$ cat config.mk
export PLATFORM = sky130hd
export DESIGN_NAME = kseq_top
export DESIGN_NICKNAME = d
export VERILOG_FILES = /design/src/rtl/kseq_pkg.sv /design/src/rtl/kseq_cfg.sv /design/src/rtl/kseq_step.sv /design/src/rtl/kseq_top.sv
export SDC_FILE = /design/constraint.sdc
export NUM_CORES = 1
export LEC_CHECK = 0
export ABC_AREA = 1
export BUFFER_PORTS_ARGS = -buffer_cell sky130_fd_sc_hd__buf_2
export CORE_MARGIN = 3
export CORE_UTILIZATION = 53
export DETAILED_ROUTE_END_ITERATION = 10
export PLACE_DENSITY = 0.84
export SLEW_MARGIN = 25
export SYNTH_ARGS = -nofsm -noshare
export SYNTH_HDL_FRONTEND = slang
export SYNTH_SLANG_ARGS = --single-unit
$ cat constraint.sdc
create_clock -name clk -period 2.4 [get_ports clk]
set_input_delay 0.24 -clock clk [delete_from_list [all_inputs] [get_ports clk]]
set_output_delay 0.24 -clock clk [all_outputs]
set_load 0.02 [all_outputs]
$ cat src/rtl/kseq_pkg.sv
`timescale 1ns/1ps
package kseq_pkg;
  typedef enum logic [1:0] {
    PH_IDLE  = 2'd0,
    PH_READ  = 2'd1,
    PH_WRITE = 2'd2
  } phase_t;

  localparam int unsigned REG_WIDTH = 1'b0;
  localparam int unsigned REG_MASK  = 1'b1;
endpackage

$ cat src/rtl/kseq_cfg.sv
`timescale 1ns/1ps
module kseq_cfg #(
  parameter int MAX_W  = 8,
  parameter int IDX_W  = 3,
  parameter int DATA_W = 32
) (
  input  logic              clk,
  input  logic              rst_n,
  input  logic              we,
  input  logic              addr,
  input  logic [DATA_W-1:0] wdata,
  output logic [IDX_W-1:0]  w_m1,
  output logic [MAX_W-1:0]  mask
);
  // Each mask bit is its own enable-gated flop; upper data bits never reach them.
  logic mask_we;
  assign mask_we = we && (addr == 1'b1);

  for (genvar b = 0; b < MAX_W; b++) begin : g_mask
    always_ff @(posedge clk or negedge rst_n) begin
      if (!rst_n)       mask[b] <= 1'b0;
      else if (mask_we) mask[b] <= wdata[b];
    end
  end

  always_ff @(posedge clk or negedge rst_n) begin
    if (!rst_n)                         w_m1 <= '0;
    else if (we && (addr == 1'b0))      w_m1 <= wdata[IDX_W-1:0];
  end
endmodule

$ cat src/rtl/kseq_step.sv
`timescale 1ns/1ps
module kseq_step
  import kseq_pkg::*;
#(
  parameter int MAX_W = 8,
  parameter int IDX_W = 3
) (
  input  logic             clk,
  input  logic             rst_n,
  input  logic             go,
  input  logic [IDX_W-1:0] w_m1_in,
  input  logic [MAX_W-1:0] mask_in,
  input  logic             in_valid,
  output logic             in_ready,
  output logic             out_valid,
  input  logic             out_ready,
  output logic             done,
  output logic             busy
);
  phase_t           ph;
  logic [IDX_W-1:0] idx;
  logic [IDX_W-1:0] idx_nx;
  logic [IDX_W-1:0] act_w;
  logic [MAX_W-1:0] act_mask;
  logic             last;

  assign idx_nx = idx + 1'b1;
  assign last   = (idx == act_w);

  always_ff @(posedge clk or negedge rst_n) begin
    if (!rst_n) begin
      ph       <= PH_IDLE;
      idx      <= '0;
      act_w    <= '0;
      act_mask <= '0;
      done     <= 1'b0;
    end else begin
      done <= 1'b0;
      unique case (ph)
        PH_IDLE: begin
          if (go) begin
            act_w    <= w_m1_in;
            act_mask <= mask_in;
            idx      <= '0;
            ph       <= mask_in[0] ? PH_READ : PH_WRITE;
          end
        end
        PH_READ: begin
          if (in_valid) ph <= PH_WRITE;
        end
        PH_WRITE: begin
          if (out_ready) begin
            if (last) begin
              idx  <= '0;
              ph   <= PH_IDLE;
              done <= 1'b1;
            end else begin
              idx <= idx_nx;
              ph  <= act_mask[idx_nx] ? PH_READ : PH_WRITE;
            end
          end
        end
        default: ph <= PH_IDLE;
      endcase
    end
  end

  assign in_ready  = (ph == PH_READ);
  assign out_valid = (ph == PH_WRITE);
  assign busy      = (ph != PH_IDLE);
endmodule

$ cat src/rtl/kseq_top.sv
`timescale 1ns/1ps
module kseq_top #(
  parameter int MAX_W  = 8,
  parameter int DATA_W = 32
) (
  input  logic              clk,
  input  logic              rst_n,
  input  logic              en,
  input  logic              cfg_we,
  input  logic              cfg_addr,
  input  logic [DATA_W-1:0] cfg_wdata,
  input  logic              start,
  input  logic              in_valid,
  output logic              in_ready,
  output logic              out_valid,
  input  logic              out_ready,
  output logic              batch_done,
  output logic              busy
);
  localparam int IDX_W = (MAX_W > 1) ? $clog2(MAX_W) : 1;

  logic [IDX_W-1:0] w_m1;
  logic [MAX_W-1:0] mask;
  logic             go;

  assign go = start && en && !busy;

  kseq_cfg #(.MAX_W(MAX_W), .IDX_W(IDX_W), .DATA_W(DATA_W)) u_cfg (
    .clk   (clk),
    .rst_n (rst_n),
    .we    (cfg_we),
    .addr  (cfg_addr),
    .wdata (cfg_wdata),
    .w_m1  (w_m1),
    .mask  (mask)
  );

  kseq_step #(.MAX_W(MAX_W), .IDX_W(IDX_W)) u_step (
    .clk       (clk),
    .rst_n     (rst_n),
    .go        (go),
    .w_m1_in   (w_m1),
    .mask_in   (mask),
    .in_valid  (in_valid),
    .in_ready  (in_ready),
    .out_valid (out_valid),
    .out_ready (out_ready),
    .done      (batch_done),
    .busy      (busy)
  );
endmodule

==> flow_summary.yaml, run 1 <==
status:
  status: "completed"
clock_network:
  clk_latency_ns: 0.33
  cts_tree: "yes"
  h-tree-depth: 1
  path_clk_slew_ns: 0.15
  root_buffer: "clkbuf_4"
  cts_sinks: 28
  cts_resized: 0
  numCtsBuffers: 3
  cts_buffer_depth: 2
hold_path:
  worstHoldPathType: "primary input to flop"
synth:
  ys_seq_area_share_pct: 53.8
  synth_top_family_by_area: "simple AND/OR/NAND/NOR gates"
  ys_ff_latch: 28
  synth_ff_type: "dfrtp_1"
  synth_cells: 154
  avgSynthCellArea_um2: 8.46
  yosysTopAreaCellShare_pct: 53.8
  synth_compound_area_share_pct: 9.61
  synth_mux_area_share_pct: 2.88
  async_flop_share_pct: 100
  syn-cell-area_um2: 1300
  synth_adder_area_share_pct: 0.961
  synth_top_area_cell: "dfrtp_1"
  yosysUniqueCellTypes: 25
  yosys.area_share.simple_pct: 20.6
  synth-warning-count: 0
  synth_commonest_cells: "nand2_1 (39), dfrtp_1 (28), inv_1 (26), nor2_1 (11), o21ai_0 (10)"
  synth_area_leaders: "dfrtp_1 (54%), nand2_1 (11%), inv_1 (7.5%)"
  postSynthNetCount: 195
  synth-edff-count: 0
  synthXorXnorAreaFrac_pct: 2.02
  yosysMostFrequentCell: "nand2_1"
floorplan:
  start_util_pct: 57.2
  die_h_um: 55.6
  coreArea_um2: 2280
  dieArea_um2: 3090
  fp-row-count: 17
  pin_count: 44
  fp.dieW_um: 55.6
timing:
  worst_pin_slew_ns: 0.604
  setup_viol: 0
  skew_ns: 0.00486
  final-hold-violation-count: 0
  grt_setup_unrepaired: "false"
  maxSlewViolCount: 0
  setup_tns_ns: 0
  max_freq_ghz: 0.642
  period_share_pct: 64.9
  relSlewSlack_pct: 59.8
  layout_min_cycle_time_ns: 1.56
final_layout:
  design_area_um2: 1450
  drive_gt1_share_pct: 19.0
  n_antenna_cell: 0
  nFillCells: 201
  nets: 216
  area_growth_pct: 11.4
  layout.cells.non_filler: 202
global_route:
  track_usage_pct: 16.7
  grt_pass1_vias: 1055
  overflow: 0
  grt_max_degree: 29
  grt_pass1_wl_um: 4160
  antenna_found_initial: 0
place:
  dp_cells: 197
  port_buffers: 19
  dpl-instance-area_um2: 1410
  gp_congestion: 0.880
  hpwl_um: 1690
route:
  first_pass_iters: 4
  vias_per_cell: 5.04
  drc: 0
  drt_wl_total_um: 2230
  wl_per_cell_um: 11.0
  ant_nets: 0
  vias: 1019
  drtIter0Drc: 14
power_and_ir_drop:
  worst_ir_drop_vdd_mv: 0.585
  p_total_uw: 1620
  leakage_uw: 0.000808
  power.density_nw_per_um2: 1120
worst_setup_path:
  crit_required_ns: 2.63
  worstPathArrival_ns: 1.79
  path_max_fanout: 9
  endpoint_kind: "flop"
  path_class: "flop to flop"
  cp-start-kind: "flop"
run:
  drv_cap: 0
-- repair_timing --
action / 4_1_cts / 5_1_grt
setup endpoints to repair: 0 / 0
hold endpoints to repair: 28 / 0
hold buffers: 1 / 0
buffers inserted: 0 / 0
-- report_power, final --
| group | switching, µW | internal (µW) |
|---|---|---|
| Combinational | 393 | 261 |
| Sequential | 120 | 623 |
| Clock | 135 | 92.9 |
-- layer usage --
metal  routed length (µm)  vias to the layer above  track usage (%)
met5                    0                        -                0
met4                   68                        0             9.72
met3                   68                        6             2.32
met2                 1100                       20             28.4
met1                  991                      478             20.2
li1                     -                      515                -
-- path summary, 6_finish.rpt --
path	slack, ns	end	cells after the start	start
setup / recovery	0.84	u_step.ph[1]$_DFFE_PN0P_	9	u_step.idx[0]$_DFFE_PN0P_
hold / removal	0.13	u_cfg.mask[3]$_DFFE_PN0P_	2	cfg_wdata[3]
setup reg to reg	0.84	u_step.ph[1]$_DFFE_PN0P_	9	u_step.idx[0]$_DFFE_PN0P_
hold reg to reg	0.50	u_step.act_mask[4]$_DFFE_PN0P_	2	u_step.act_mask[4]$_DFFE_PN0P_
max in group asynchronous	1.58	u_cfg.w_m1[1]$_DFFE_PN0P_	2	rst_n
min in group asynchronous	0.43	u_step.act_mask[6]$_DFFE_PN0P_	2	rst_n
-- layout by cell type (no fill, tap or decap), types with 2 or more instances in the layout --
master,n
nand3_1,7
xnor2_1,2
mux2_2,2
nand2_2,2
buf_2,19
dfrtp_1,28
o21ai_0,10
a21oi_1,9
nor2_1,11
inv_2,2
o21ai_1,2
nand2_1,39
inv_1,26
o22ai_1,2
clkbuf_4,3
-- metrics by stage --
stage          hold slack [ns]  setup slack (ns)  util (%)
2_1_floorplan          -0.0556              1.14         -
3_3_place_gp             0.273             0.927      61.7
3_5_place_dp             0.279             0.877      61.7
4_1_cts                  0.126             0.851      63.8
5_1_grt                  0.133             0.715      63.8
6_report                 0.131             0.843      63.8
-- critical path, cell delays in order, from the launching register on --
cell,delay (ns)
dfrtp_1,0.52
ha_1,0.38
inv_1,0.11
nand3_1,0.09
nand3_1,0.07
nand2_1,0.08
nand2_1,0.07
nand2_1,0.05
nand2_1,0.06
nand2_1,0.04
-- area by class of cell --
class,instances,area [µm²],area share [%]
inverters,28,105,7.24
well taps,28,35.0,2.41
repair buffers,20,105,7.24
clock buffers,4,36.3,2.50
multi-input cells,94,469,32.3
flip-flops and latches,28,701,48.3
-- logic make-up after synthesis --
| family | Yosys count |
|---|---|
| multiplexers | 3 |
| adder cells (fa/ha/maj) | 1 |
| buffers and inverters | 32 |
| AO/OA/AOI/OAI | 24 |
| XOR/XNOR | 3 |
| flip-flops | 28 |
| AND/OR/NAND/NOR | 63 |
-- state kept, by name (all words and copies together), names as in the netlist --
register and cells:
u_cfg.mask 8, u_step.act_mask 8, u_cfg.w_m1 3, u_step.act_w 3, u_step.idx 3, u_step.ph 2, u_step.done 1
(Power assumes the default switching activity.)
==> run 2: changes to the inputs <==
- ABC_AREA: 1 -> 0
- CORE_UTILIZATION: 53 -> 44
- PLACE_DENSITY: 0.84 -> 0.74
- clock period: 2.4 -> 1.3 ns (I/O delays scaled with it)
==> run 2 against run 1 <==
  * The flow now finishes with violations (setup timing)
  * Core utilization rose by 2.0 points
  * Global-route usage rose by 1.5 points
  * Clock-buffer cell count did not move
  * Die area rose by 17%
  * Critical path type unchanged
  * Largest power group is now combinational cells
  * Highest routed layer unchanged
==> flow_summary.yaml, run 2 <==
final_layout:
  nFillCells: 207
  fin_util_pct: 65.8
  nets: 194
  area_growth_pct: 33.9
  drive_gt1_share_pct: 44.7
  layout_commonest_cell: "nand2_1"
  multi_input_area_um2: 654
  regArea_um2: 703
  n_antenna_cell: 0
  final_cell_mix: "nand2_1 (32), dfrtp_1 (26), buf_2 (17)"
  reg.largest.list: "u_cfg.mask: 8 flops, u_step.act_mask: 8 flops"
worst_setup_path:
  path_max_fanout: 4
  rr_worst_depth: 4
  crit_chain: "ha_4, mux4_2, mux2_4, o41ai_2"
  path_class: "flop to flop"
  ff2ff_setup_slack_ns: -0.35
  worstPathArrival_ns: 1.89
  worst-path-buf-inv: 0
  cpLargestDelayFamily: "multiplexers"
  crit_required_ns: 1.54
  rr_startpoint: "u_step.idx[0]$_DFFE_PN0P_"
  cp_slowest_cell: "dfrtp_2"
  r2r-end: "u_step.ph[1]$_DFFE_PN0P_"
  crit_path_max_incr_delay_ns: 0.48
  endpoint_kind: "flop"
  cp-start-kind: "flop"
global_route:
  grt_max_degree: 17
  overflow: 0
  gr-max-usage-layer: "met2"
  antenna_found_initial: 0
  track_usage_pct: 18.2
  grt_pass1_vias: 1057
  use_met2_pct: 30.1
  grt.met1_usage_pct: 22.1
  use_met3_pct: 3.24
  grt_pass1_wl_um: 4800
synth:
  synth_top_area_cell: "dfrtp_1"
  yosysMostFrequentCell: "nand2_1"
  async_flop_share_pct: 100
  synth-edff-count: 0
  yosysUniqueCellTypes: 27
  ys_ff_latch: 28
  synth_commonest_cells: "nand2_1 (32), dfrtp_1 (28), mux2_2 (13), inv_1 (5), xor2_1 (4)"
  syn-cell-area_um2: 1280
  synth_cells: 113
  postSynthNetCount: 154
  synth_area_leaders: "dfrtp_1 (55%), mux2_2 (11%), nand2_1 (9.4%)"
  ys_seq_area_share_pct: 54.6
  synth_ff_type: "dfrtp_1"
  yosysTopAreaCellShare_pct: 54.6
  avgSynthCellArea_um2: 11.4
  synth-warning-count: 0
timing:
  period_share_pct: 127
  relSlewSlack_pct: 65.9
  layout_min_cycle_time_ns: 1.65
  maxSlewViolCount: 0
  worst_pin_slew_ns: 0.509
  grt_setup_unrepaired: "true"
  whs_ns: 0.0214
  final-hold-violation-count: 0
  skew_ns: 0.00195
  max_freq_ghz: 0.606
  setup_viol: 8
  setup_ws_ns: -0.350
clock_network:
  path_clk_slew_ns: 0.14
  h-tree-depth: 1
  cts_sinks: 28
  cts_tree: "yes"
  numCtsBuffers: 3
  cts_buffer_depth: 2
  clk_latency_ns: 0.32
  root_buffer: "clkbuf_4"
floorplan:
  fp-row-count: 18
  die_h_um: 60.0
  start_util_pct: 49.1
  dieArea_um2: 3600
  pin_count: 44
  coreArea_um2: 2610
  fp.dieW_um: 60.0
place:
  gp_congestion: 0.822
  port_buffers: 19
  hpwl_um: 2120
route:
  ant_nets: 0
  wl_per_cell_um: 15.7
  vias_per_cell: 5.39
  drt_wl_total_um: 2860
  vias: 981
  drc: 0
  drtIter0Drc: 25
  first_pass_iters: 4
power_and_ir_drop:
  swShare_pct: 37.0
  p_clk_share_pct: 10.6
  leakage_uw: 0.000820
  switching_power_uw: 1450
  p_comb_share_pct: 51.9
  pwr-share-seq_pct: 37.5
  intPower_uw: 2470
  power.density_nw_per_um2: 2280
  p_total_uw: 3920
  worst_ir_drop_vdd_mv: 1.68
status:
  violations: "setup timing"
  status: "finished, violations left"
hold_path:
  hold_end: "u_cfg.mask[6]$_DFFE_PN0P_"
  hold_path_depth: 2
  min_from: "cfg_wdata[6]"
  worstHoldPathType: "primary input to flop"
run:
  drv_cap: 0
## run 2: changes by cell type after synthesis, sizes merged, moves of 3 or more
cell / change
inv: -23
mux2: +10
o21ai: -9
nor2: -13
nand2: -9
a21oi: -8
nor2b: +3
nand3: -5
buf: -3
xor2: +3
## run 2: power groups by stage
stage / registers [µW] / clock network (µW) / logic (µW)
finish: 1470 / 416 / 2040
global placement: 1430 / 0 / 1410
detailed placement: 1450 / 0 / 1510
CTS: 1470 / 432 / 1830
floorplan: 1400 / 0 / 1010
global route: 1510 / 472 / 2210
## run 2: kinds of logic after synthesis
| logic type | Yosys count | share of synthesized area [%] |
|---|---|---|
| muxes | 16 | 16.3 |
| and+or+nand+nor | 45 | 16.3 |
| adders and majority gates | 1 | 0.975 |
| buffers and inverters | 7 | 2.05 |
| xor gates and xnor gates | 4 | 2.73 |
| AOI/OAI and AO/OA | 12 | 7.12 |
| DFF | 28 | 54.6 |
## run 2: metrics by stage
step / instance area, µm² / setup WS [ns] / cells / setup TNS, ns
2_1_floorplan: 1290 / -0.268 / 113 / -0.325
3_3_place_gp: 1510 / -0.275 / 171 / -0.881
3_5_place_dp: 1510 / -0.331 / 171 / -1.59
4_1_cts: 1680 / -0.347 / 179 / -1.51
5_1_grt: 1720 / -0.395 / 182 / -2.36
6_report: 1720 / -0.350 / 182 / -1.44
## run 2: worst max-delay path by stage
stage                          endpoint                      start  depth (start not counted)
2_1_floorplan  u_step.ph[1]$_DFFE_PN0P_  u_step.idx[0]$_DFFE_PN0P_                          4
3_3_place_gp   u_step.ph[1]$_DFFE_PN0P_  u_step.idx[0]$_DFFE_PN0P_                          4
6_report       u_step.ph[1]$_DFFE_PN0P_  u_step.idx[0]$_DFFE_PN0P_                          4
4_1_cts        u_step.ph[1]$_DFFE_PN0P_  u_step.idx[0]$_DFFE_PN0P_                          4
5_1_grt        u_step.ph[1]$_DFFE_PN0P_  u_step.idx[0]$_DFFE_PN0P_                          4
3_5_place_dp   u_step.ph[1]$_DFFE_PN0P_  u_step.idx[0]$_DFFE_PN0P_                          4
## run 2: layout make-up
cell class	instances	area share, %
flip-flops and latches	28	40.9
multi-input cells	78	38.1
repair buffers	37	15.6
well taps	30	2.18
clock buffers	4	2.11
inverters	5	1.09
## run 2: what timing repair did
action / 4_1_cts / 5_1_grt
pin swaps: 1 / 5
endpoints found under the hold margin: 15 / 0
endpoints found under the setup margin: 18 / 19
setup buffers: 3 / 3
gates resized for setup: 22 / 3
hold buffers: 1 / 0
## run 2: worst reg2reg max path: stages, from the launching register on
cell,delay [ns]
dfrtp_2,0.48
ha_4,0.30
mux4_2,0.30
mux2_4,0.29
o41ai_2,0.19
## run 2: layer usage
layer  vias to the layer above  wire length [µm]
met2                        25              1470
met3                        12               117
met1                       472              1150
li1                        472                 -
met5                         -                 0
met4                         0               116
==> run 3: changes to the inputs <==
- RECOVER_POWER: unset -> 100
==> run 3 against run 2 <==
  * Global-route usage unchanged
  * Sequential power is essentially flat
  * Wire length shrank 0.25%
  * Non-clock buffer count did not move
  * The flow still finishes with violations (setup timing)
  * Sequential share of layout area is 0.70 points higher
  * Core utilization decreased by 1.1 points
  * Critical endpoint unchanged
==> flow_summary.yaml, run 3 (synthesis gave the netlist of run 2 again) <==
clock_network:
  root_buffer: "clkbuf_4"
  cts_tree: "yes"
  path_clk_slew_ns: 0.14
  cts_sinks: 28
  numCtsBuffers: 3
  clk_latency_ns: 0.32
  cts_buffer_depth: 2
  h-tree-depth: 1
floorplan:
  coreArea_um2: 2610
  pin_count: 44
  fp.dieW_um: 60.0
  die_h_um: 60.0
  dieArea_um2: 3600
  start_util_pct: 49.1
  fp-row-count: 18
worst_setup_path:
  path_class: "flop to flop"
  crit_path_max_incr_delay_ns: 0.48
  worstPathArrival_ns: 1.88
  crit_chain: "ha_4, mux4_2, mux2_4, o41ai_2"
  rr_worst_depth: 4
  cp-start-kind: "flop"
  path_max_fanout: 4
  cp_slowest_cell: "dfrtp_2"
  endpoint_kind: "flop"
  crit_required_ns: 1.54
run:
  drv_cap: 0
final_layout:
  drive_gt1_share_pct: 43.4
  nFillCells: 212
  area_growth_pct: 31.7
  n_antenna_cell: 0
  layout.cells.non_filler: 182
  nets: 194
  reg.largest.list: "u_cfg.mask: 8 flops, u_step.act_mask: 8 flops"
  layout_commonest_cell: "nand2_1"
  final_cell_mix: "nand2_1 (32), dfrtp_1 (26), buf_2 (16)"
  design_area_um2: 1690
global_route:
  grt_pass1_vias: 1057
  grt_max_degree: 17
  track_usage_pct: 18.2
  overflow: 0
  grt_pass1_wl_um: 4800
  antenna_found_initial: 0
power_and_ir_drop:
  p_total_uw: 3890
  leakage_uw: 0.000806
  power.density_nw_per_um2: 2300
  worst_ir_drop_vdd_mv: 1.59
hold_path:
  worstHoldPathType: "primary input to flop"
  hold_path_depth: 2
place:
  hpwl_um: 2120
  gp_congestion: 0.822
  dp_cells: 171
  dpl-instance-area_um2: 1510
  port_buffers: 19
  dp_slack_ns: -0.331
status:
  violations: "setup timing"
  status: "finished, violations left"
route:
  drt_wl_total_um: 2850
  vias: 984
  ant_nets: 0
  drc: 0
  first_pass_iters: 4
  vias_per_cell: 5.41
  wl_per_cell_um: 15.7
  drtIter0Drc: 30
timing:
  max_freq_ghz: 0.607
  layout_min_cycle_time_ns: 1.65
  period_share_pct: 127
  setup_ws_ns: -0.348
  skew_ns: 0.00164
  relSlewSlack_pct: 41.1
  whs_ns: 0.0233
  grt_setup_unrepaired: "true"
  setup_viol: 18
  final-hold-violation-count: 0
  worst_pin_slew_ns: 0.884
  maxSlewViolCount: 0
==> run 3: cell count changes in the layout (fill, tap and decap cells not counted) <==
cell / change
clkbuf_1: +2
buf_12: -1
buf_2: -1
nand4bb_2: +1
nand4bb_4: -1
==> run 3: stage by stage <==
stage          util, %  TNS [ns]
6_report          64.7     -1.69
4_1_cts           64.1     -1.51
3_3_place_gp      58.0    -0.881
2_1_floorplan        -    -0.325
5_1_grt           64.7     -4.08
3_5_place_dp      58.0     -1.59
==> run 3: cell type report <==
cell class              count  area [µm²]  share of cell area [%]
clock buffers               4        36.3                    2.15
repair buffers             37         251                    14.9
well taps                  30        37.5                    2.22
inverters                   5        18.8                    1.11
flip-flops and latches     28         703                    41.6
multi-input cells          78         643                    38.0
==> run 3: worst paths after layout <==
kind,slack [ns],start,endpoint
hold / removal,0.02,cfg_wdata[6],u_cfg.mask[6]$_DFFE_PN0P_
max in group asynchronous,0.08,rst_n,u_cfg.w_m1[2]$_DFFE_PN0P_
hold reg to reg,0.48,u_cfg.mask[7]$_DFFE_PN0P_,u_step.act_mask[7]$_DFFE_PN0P_
min in group asynchronous,0.42,rst_n,u_step.ph[1]$_DFFE_PN0P_
setup / recovery,-0.35,u_step.idx[0]$_DFFE_PN0P_,u_step.ph[1]$_DFFE_PN0P_
setup reg to reg,-0.35,u_step.idx[0]$_DFFE_PN0P_,u_step.ph[1]$_DFFE_PN0P_
==> run 3: timing repair <==
action / 4_1_cts / 5_1_grt
hold buffers: 1 / 0
endpoints found under the hold margin: 15 / 0
pin swaps: 1 / 5
setup endpoints to repair: 18 / 19
resized for setup: 22 / 3
setup buffers: 3 / 3
==> run 3: worst max-delay path: cells and delay by family, from the launching register on <==
| family | cells | cell delay [ns] |
|---|---|---|
| muxes | 2 | 0.58 |
| DFF | 1 | 0.48 |
| adders and majority gates | 1 | 0.29 |
| AOI/OAI and AO/OA | 1 | 0.19 |
==> run 3: metal layers <==
| layer | up-vias | part of all wire (%) | routed length [µm] | track usage [%] |
|---|---|---|---|---|
| met5 | - | 0 | 0 | 0 |
| met4 | 0 | 4.1 | 116 | 10.8 |
| met2 | 25 | 52 | 1480 | 30.1 |
| met1 | 474 | 40 | 1130 | 22.1 |
| met3 | 12 | 4.1 | 118 | 3.24 |
| li1 | 473 | - | - | - |
==> run 3: report_power, final <==
part,internal (µW),total [µW],leakage [µW],switching [µW]
Combinational,1090,2010,0.000444,917
Sequential,1180,1470,0.000342,288
Clock,171,414,0.0000210,243
